`src/rtl/split_ring_fetcher.sv`:
```
module split_ring_fetcher #(
  parameter int ADDR_W    = 64,
  parameter int PFN_W     = 32,
  parameter int IDX_W     = 16,
  parameter int PAGE_BITS = 12
) (
  input  logic              clk,
  input  logic              rst_n,
  input  logic              cfg_load,
  input  logic [PFN_W-1:0]  cfg_pfn,
  input  logic [IDX_W-1:0]  cfg_size,
  output logic [ADDR_W-1:0] desc_base,
  output logic [ADDR_W-1:0] avail_base,
  output logic [ADDR_W-1:0] used_base,
  input  logic              get_req,
  output logic              busy,
  output logic              done,
  output logic              fetch_ok,
  output logic              loop_err,
  output logic [IDX_W-1:0]  head_idx,
  output logic [IDX_W-1:0]  in_cnt,
  output logic [IDX_W-1:0]  out_cnt,
  output logic [IDX_W-1:0]  next_avail,
  output logic              mem_req,
  output logic [ADDR_W-1:0] mem_addr,
  input  logic              mem_valid,
  input  logic [63:0]       mem_rdata,
  output logic              seg_valid,
  output logic              seg_write,
  output logic [63:0]       seg_addr,
  output logic [31:0]       seg_len
);
  localparam logic [ADDR_W-1:0] PG_MASK = (ADDR_W'(1) << PAGE_BITS) - ADDR_W'(1);

  typedef enum logic [2:0] {S_IDLE, S_AIDX, S_HEAD, S_DLO, S_DHI} st_t;

  st_t              st;
  logic             pend;
  logic [IDX_W-1:0] qsize, cur;
  logic [IDX_W:0]   walked;
  logic [63:0]      lo_word;

  wire [IDX_W-1:0]  mask    = qsize - 1'b1;
  wire [ADDR_W-1:0] desc_n  = ADDR_W'(cfg_pfn) << PAGE_BITS;
  wire [ADDR_W-1:0] avail_n = desc_n + (ADDR_W'(cfg_size) << 4);
  wire [ADDR_W-1:0] used_n  = (avail_n + ADDR_W'(4) + (ADDR_W'(cfg_size) << 1) + PG_MASK) & ~PG_MASK;
  wire [ADDR_W-1:0] desc_at = desc_base + (ADDR_W'(cur) << 4);

  wire [15:0]       d_flags = mem_rdata[47:32];
  wire [15:0]       d_next  = mem_rdata[63:48];
  wire [IDX_W:0]    walked1 = walked + 1'b1;

  assign busy    = (st != S_IDLE);
  assign mem_req = busy && !pend;

  always_comb begin
    case (st)
      S_AIDX:  mem_addr = avail_base + ADDR_W'(2);
      S_HEAD:  mem_addr = avail_base + ADDR_W'(4) + (ADDR_W'(next_avail & mask) << 1);
      S_DLO:   mem_addr = desc_at;
      S_DHI:   mem_addr = desc_at + ADDR_W'(8);
      default: mem_addr = '0;
    endcase
  end

  always_ff @(posedge clk) begin
    if (!rst_n) begin
      st <= S_IDLE;  pend <= 1'b0;
      desc_base <= '0;  avail_base <= '0;  used_base <= '0;
      qsize <= '0;  cur <= '0;  walked <= '0;  lo_word <= '0;
      next_avail <= '0;  head_idx <= '0;  in_cnt <= '0;  out_cnt <= '0;
      done <= 1'b0;  fetch_ok <= 1'b0;  loop_err <= 1'b0;
      seg_valid <= 1'b0;  seg_write <= 1'b0;  seg_addr <= '0;  seg_len <= '0;
    end else begin
      done      <= 1'b0;
      seg_valid <= 1'b0;
      if (st == S_IDLE) begin
        if (cfg_load) begin
          qsize <= cfg_size;
          next_avail <= '0;
          if (cfg_pfn == '0) begin
            desc_base <= '0;  avail_base <= '0;  used_base <= '0;
          end else begin
            desc_base <= desc_n;  avail_base <= avail_n;  used_base <= used_n;
          end
        end else if (get_req) begin
          st <= S_AIDX;
          fetch_ok <= 1'b0;
          loop_err <= 1'b0;
        end
      end else if (!pend) begin
        pend <= 1'b1;
      end else if (mem_valid) begin
        pend <= 1'b0;
        case (st)
          S_AIDX: begin
            if (mem_rdata[IDX_W-1:0] == next_avail) begin
              st <= S_IDLE;
              done <= 1'b1;
            end else begin
              st <= S_HEAD;
            end
          end
          S_HEAD: begin
            head_idx   <= mem_rdata[IDX_W-1:0] & mask;
            cur        <= mem_rdata[IDX_W-1:0] & mask;
            next_avail <= next_avail + 1'b1;
            walked     <= '0;
            in_cnt     <= '0;
            out_cnt    <= '0;
            st         <= S_DLO;
          end
          S_DLO: begin
            lo_word <= mem_rdata;
            st      <= S_DHI;
          end
          default: begin
            seg_valid <= 1'b1;
            seg_addr  <= lo_word;
            seg_len   <= mem_rdata[31:0];
            seg_write <= d_flags[1];
            if (d_flags[1]) in_cnt <= in_cnt + 1'b1;
            else            out_cnt <= out_cnt + 1'b1;
            walked <= walked1;
            if (!d_flags[0]) begin
              st <= S_IDLE;  done <= 1'b1;  fetch_ok <= 1'b1;
            end else if (walked1 == {1'b0, qsize}) begin
              st <= S_IDLE;  done <= 1'b1;  loop_err <= 1'b1;
            end else begin
              cur <= d_next[IDX_W-1:0] & mask;
              st  <= S_DLO;
            end
          end
        endcase
      end
    end
  end
endmodule

```
`config.mk`:
```
export PLATFORM = sky130hd
export DESIGN_NAME = split_ring_fetcher
export DESIGN_NICKNAME = d
export VERILOG_FILES = /design/src/rtl/split_ring_fetcher.sv
export SDC_FILE = /design/constraint.sdc
export NUM_CORES = 1
export LEC_CHECK = 0
export CORE_AREA = 2 2 207 209
export DETAILED_ROUTE_END_ITERATION = 7
export DIE_AREA = 0 0 209 211
export DONT_BUFFER_PORTS = 1
export GPL_TIMING_DRIVEN = 0
export SETUP_SLACK_MARGIN = 0.05
export SLEW_MARGIN = 20
export SYNTH_ARGS = -nofsm -noshare
export SYNTH_HDL_FRONTEND = slang
export SYNTH_SLANG_ARGS = --single-unit
```
`constraint.sdc`:
```
create_clock -name clk -period 11.15 [get_ports clk]
set_input_delay 1.115 -clock clk [delete_from_list [all_inputs] [get_ports clk]]
set_output_delay 1.115 -clock clk [all_outputs]
set_load 0.1 [all_outputs]
```
* After elaboration in Yosys (flattened, before gate mapping) *
Index checks and enable logic that the tools add are counted.

cells by class
  $add $sub $neg = 14
  equal/unequal tests = 13
  mux-type cells = 46
  bitwise gates (word level) = 9
  reduce and logical (&&, ||, !) cells = 28

operators by type and width
  cell                                             count
  case mux 64 bit (4 select lines)                 1
  two-way mux 16 bit                               9
  case mux 16 bit (2 select lines)                 3
  adder 64 x 17 -> 64 bit                          1
  adder 64 x 2 -> 64 bit (second input constant)   1
  adder 64 x 20 -> 64 bit                          1
  adder 64 x 3 -> 64 bit (second input constant)   1
  adder 64 x 4 -> 64 bit (second input constant)   1
  adder 16 x 1 -> 16 bit (second input constant)   3
  adder 47 x 12 -> 48 bit (second input constant)  1
  AND 16 bit                                       3
  two-way mux 48 bit                               1
  adder 46 x 17 -> 47 bit                          1
  adder 45 x 3 -> 46 bit (second input constant)   1
  adder 44 x 20 -> 45 bit                          1
  two-way mux 45 bit                               1
  two-way mux 44 bit                               1
  case mux 17 bit (2 select lines)                 1
  logical NOT 32 bit                               1
  AND reduction 4 bit                              6
  two-way mux 1 bit                                19
  adder 17 x 1 -> 17 bit (second input constant)   1
  equality test 17 x 16 -> 1 bit                   1
  equality test 16 bit                             1
  23 further kinds                                 49

word-level totals
  register bits after elaboration = 474
  input bits = 117
  logic and storage cells = 130

* Logic depth before layout (Yosys ltp) *
  depth in word-level cells = 8
  gate-level depth with buffers = 18

* Worst setup path before layout *
OpenSTA, ideal clock, no wires.

  path type = reg2out
  from = register qsize[2]
  to = output port mem_addr[34]
  arrival = 6.867 ns
  setup slack = 3.168 ns
  stages on the path, launching flop included = 16
  path through = dfxtp_1 or3_1 nor4_1 nor2b_1 xnor2_1 nor2b_1 ha_1 clkbuf_1 nand4_1 o21a_1 o31a_1 o21ba_2 a311oi_2 and4_1 nand3_1 o311ai_0

on the way
  word-level cells in the longest chain between the ends = 4

ends and longest elaborated chain
  what                              line  source
  start: declaration                39    logic [IDX_W-1:0] qsize, cur;
  start signal: assignment          79    qsize <= cfg_size;
  subtractor 16 x 1 -> 16 bit       43    wire [IDX_W-1:0] mask = qsize - 1'b1;
  AND 16 bit                        59    S_HEAD: mem_addr = avail_base + ADDR_W'(4) + (ADDR_W'(next_avail & mask) << 1);
  adder 64 x 17 -> 64 bit           59
  case mux 64 bit (4 select lines)  57    case (st)
  end: declaration                  25    output logic [ADDR_W-1:0] mem_addr,

No other way between the ends.

* Worst setup path after layout *
  from = register qsize[2]
  to = output port mem_addr[28]

The elaborated chain is that of the path after synthesis.

==> summary.md <==
| Metric | Value |
|---|---|
| Post-synth EDFFs | 0 |
| Reg2reg start | walked[0] |
| Reg2reg end | cur[15] |
| DRT iter0 DRCs | 1710 |
| Routed len/inst | ~23 µm |
| Top area cells in the synthesized netlist | dfxtp_1 (37%), nand2_1 (11%), a21oi_1 (7.9%) |
| Finished Core Util | 57.1% |
| Crit path depth | 17 |
| Share of the synthesized area in the top cell type | between 30% and 40% |
| Final Hold Fails | 0 |
| Yosys cell types | 84 |
| Global-route wire length before repair | 118 mm |
| Final TNS setup | 0 ps |
| # placed instances | 3386 |
| Die Footprint | ~44000 µm² |
| Met1 WL | about 31 mm |
| Cell area after layout | 23900 µm² |
| Metal2 WL | roughly 37 mm |
| Commonest non-fill, non-tap cell in the layout | nand2_1 |
| Synth Area in Adders | 3.86% |
| CP endpoint kind | output port |
| Hold path depth | 2 |
| Multiplexer share of the synthesized area | less than 1% |
| Crit path cell chain | or3_1 > nor4_1 > nor2b_1 > xnor2_1 > nor2b_1 > ha_1 > clkbuf_1 > nand4_1 > o21a_1 > o31a_1 > o21ba_2 > a311oi_2 > clkbuf_1 > nand2_1 > o211a_1 > a221oi_1 > nand3_1 |
| VDD IR max | between 0.0001 and 0.00015 V |
| Clock transition at the registers of the reported paths | 60 ps |
| Warnings from Yosys | 0 |
| Slowest stage delay, CP | roughly 950 ps |
| Compound-gate portion of the synthesized area | about 18% |
| Pwr/cell area | between 150 and 200 nW/µm² |
| Fin Hold WS | roughly 450 ps |
| Final Cycle Share | between 60% and 70% |
| Drt total wl | approximately 81 mm |
| RSZ-0062 raised after global routing | false |
| # DRC | 0 |
| Hold Path Class | register to register |
| Worst-margin pin slew | 1210 ps |
| CP max FO | 10 |
| Via count | just over 20000 |
| Clock Sinks | roughly 390 |
| Layout Nets | just over 3000 |
| Syn Area/Cell | between 7 and 8 µm² |
| Met3 WL | 8.29 mm |
| Post-synthesis register bit count | 389 |
| Max stage delay cell, worst path | nand3_1 |
| Slew Viols, Final | 0 |
| Layout Skew | 22.4 ps |
| Critical Path Start Type | register |
| Leakage power | ~9.0 nW |
| Hold Buf Count CTS | 0 |
| Post-DP Area | 22400 µm² |
| Setup Crit Path Kind | register to output port |
| Minimum clock period | ~7600 ps |
| Area delta synth->final | 14.7% |
| I/O Buffers | 0 |
| Top delay family on crit path | simple AND/OR/NAND/NOR gates |
| Die W | between 200 and 250 µm |
| Vias per inst | about 6 |
| 1st-pass router iterations | 8 |
| Initial core utilization | between 40% and 50% |
| HP Start | lo_word[48] |
| Post-CTS Resized | 0 |
| Area of the core | around 42000 µm² |
| Main flop type after synthesis | dfxtp_1 |
| Yosys top cell by area | dfxtp_1 |
| Setup Viol. Count Final | 0 |
| Fmax | around 0.13 GHz |
| Htree depth | 2 |
| GRT Total Usage | a little over a third |
| Most frequent cells in the layout | nand2_1 (631), dfxtp_1 (353), a21oi_1 (330), nor2_1 (173), clkbuf_1 (150) |
| Status | finished clean |
| WP data required | 10040 ps |
| CTS Buf Count | 44 |
| CTS max path bufs | 3 |
| Initial antenna violation count | 1 |
| Max Cap Violations | 0 |
| Highest Signal Layer | met4 |
| CTS tree | yes |
| Synth Instances | between 2000 and 3000 |
| GRT overflow | 0 |
| Placer Congestion | 0.945 |
| Layout cells sized above 1 | between 10% and 20% |
| Synth Area in XOR/XNOR | around 7.5% |
| Length in cells of the worst reg-to-reg path | 12 |
| Synthesized cell area | 20800 µm² |
| Post-Layout Cell Count | around 3500 |
| Slew margin rel. | between 10% and 20% |
| DP Wirelength | between 60 and 70 mm |
| Hold Path Sink | seg_addr[48] |
| Clock root buffer | clkbuf_16 |
| I/O pin count | 540 |
| Chip height | roughly 210 µm |
| Routed Antenna Nets | 0 |
| Rows | 75 |
| Buf/Inv on CP | 2 |
| Main combinational cell family by area after synthesis | simple AND/OR/NAND/NOR gates |
| Ys async rst share | 0% |
| Postcts setup bufs | 0 |
| Largest net degree at the start of global routing | 14 |
| Vias in the first global route | approximately 19000 |
| Seq/Total Area, Yosys | a little under two fifths |
| Post-synthesis simple-gate area fraction | between 20% and 30% |
| Critical path arrival | 6500 ps |
| Worst-Skew Late Latency | ~590 ps |
| Worst R2R Setup Slack | around 6900 ps |
-- cell type report --
class,instances,area [µm²]
clock inverter,21,235
fill,3994,17900
timing repair buffer,10,250
clock buffer,57,1220
inverter,33,124
sequential,389,7830
antenna,1,2.50
tap,539,674
multi-input combinational,2143,12100
buffer,272,1430
-- power by group --
part           switching [mW]  leakage (nW)  total, mW  internal, mW
Clock                   0.637         0.708       1.49         0.849
Sequential              0.394          3.17       1.84          1.44
Combinational           0.596          5.13      0.790         0.195
Total                    1.63          9.01       4.11          2.49
-- kinds of logic (layout without fill, tap and decap cells) --
group / Yosys count / after routing
adder cells (fa/ha/maj): 63 / 63
other: 1 / 105
flip-flops: 389 / 389
XOR/XNOR: 177 / 177
AO/OA/AOI/OAI: 611 / 611
AND/OR/NAND/NOR: 1173 / 1173
multiplexers: 15 / 15
buffers and inverters: 305 / 393
-- sequential cells by signal, indices dropped and copies added (netlist names), 3 cells and up --
register and count:
seg_addr 64, seg_len 32, head_idx 16, lo_word 64
st 3, desc_base 32, next_avail 16, used_base 34
qsize 16, in_cnt 16, walked 17, out_cnt 16
avail_base 41, cur 16
-- how the worst max path moves through the flow --
stage	startpoint	to	slack [ps]
final	qsize[2]	mem_addr[28]	3530
after CTS	qsize[2]	mem_addr[28]	3670
after global routing	qsize[2]	mem_addr[28]	3270
after detailed placement	qsize[2]	mem_addr[28]	4320
after global placement	qsize[2]	mem_addr[24]	1680
after floorplan	qsize[2]	mem_addr[34]	3170
-- synth_stat cells, types with 39 or more instances --
library cell  instances
o21ai_0              82
a21oi_1             330
ha_1                 61
xor2_1               95
nand3_1             104
nor2_1              176
and3_1               40
dfxtp_1             389
buf_4               104
nor3_1               41
nand4_1              39
xnor2_1              82
clkbuf_1            144
nand2_1             631
-- stage by stage --
step	total power, mW	setup WS (ps)
3_5_place_dp	2.64	4320
6_report	4.11	3530
3_3_place_gp	2.61	1680
2_1_floorplan	2.42	3170
4_1_cts	4.11	3670
5_1_grt	4.22	3270
-- routing by layer --
layer  vias up  track usage, %
li1       9568               -
met1      9456            40.9
met2      1020            58.6
met3       230            10.5
met4         0            18.5
met5         -               0
-- worst min-delay path, delay by kind of cell, from the launching register on --
family | cells | cell delay, ps
compound gates | 1 | 50
simple gates | 1 | 50
flops | 1 | 310
Power figures use the tool's default switching activity.
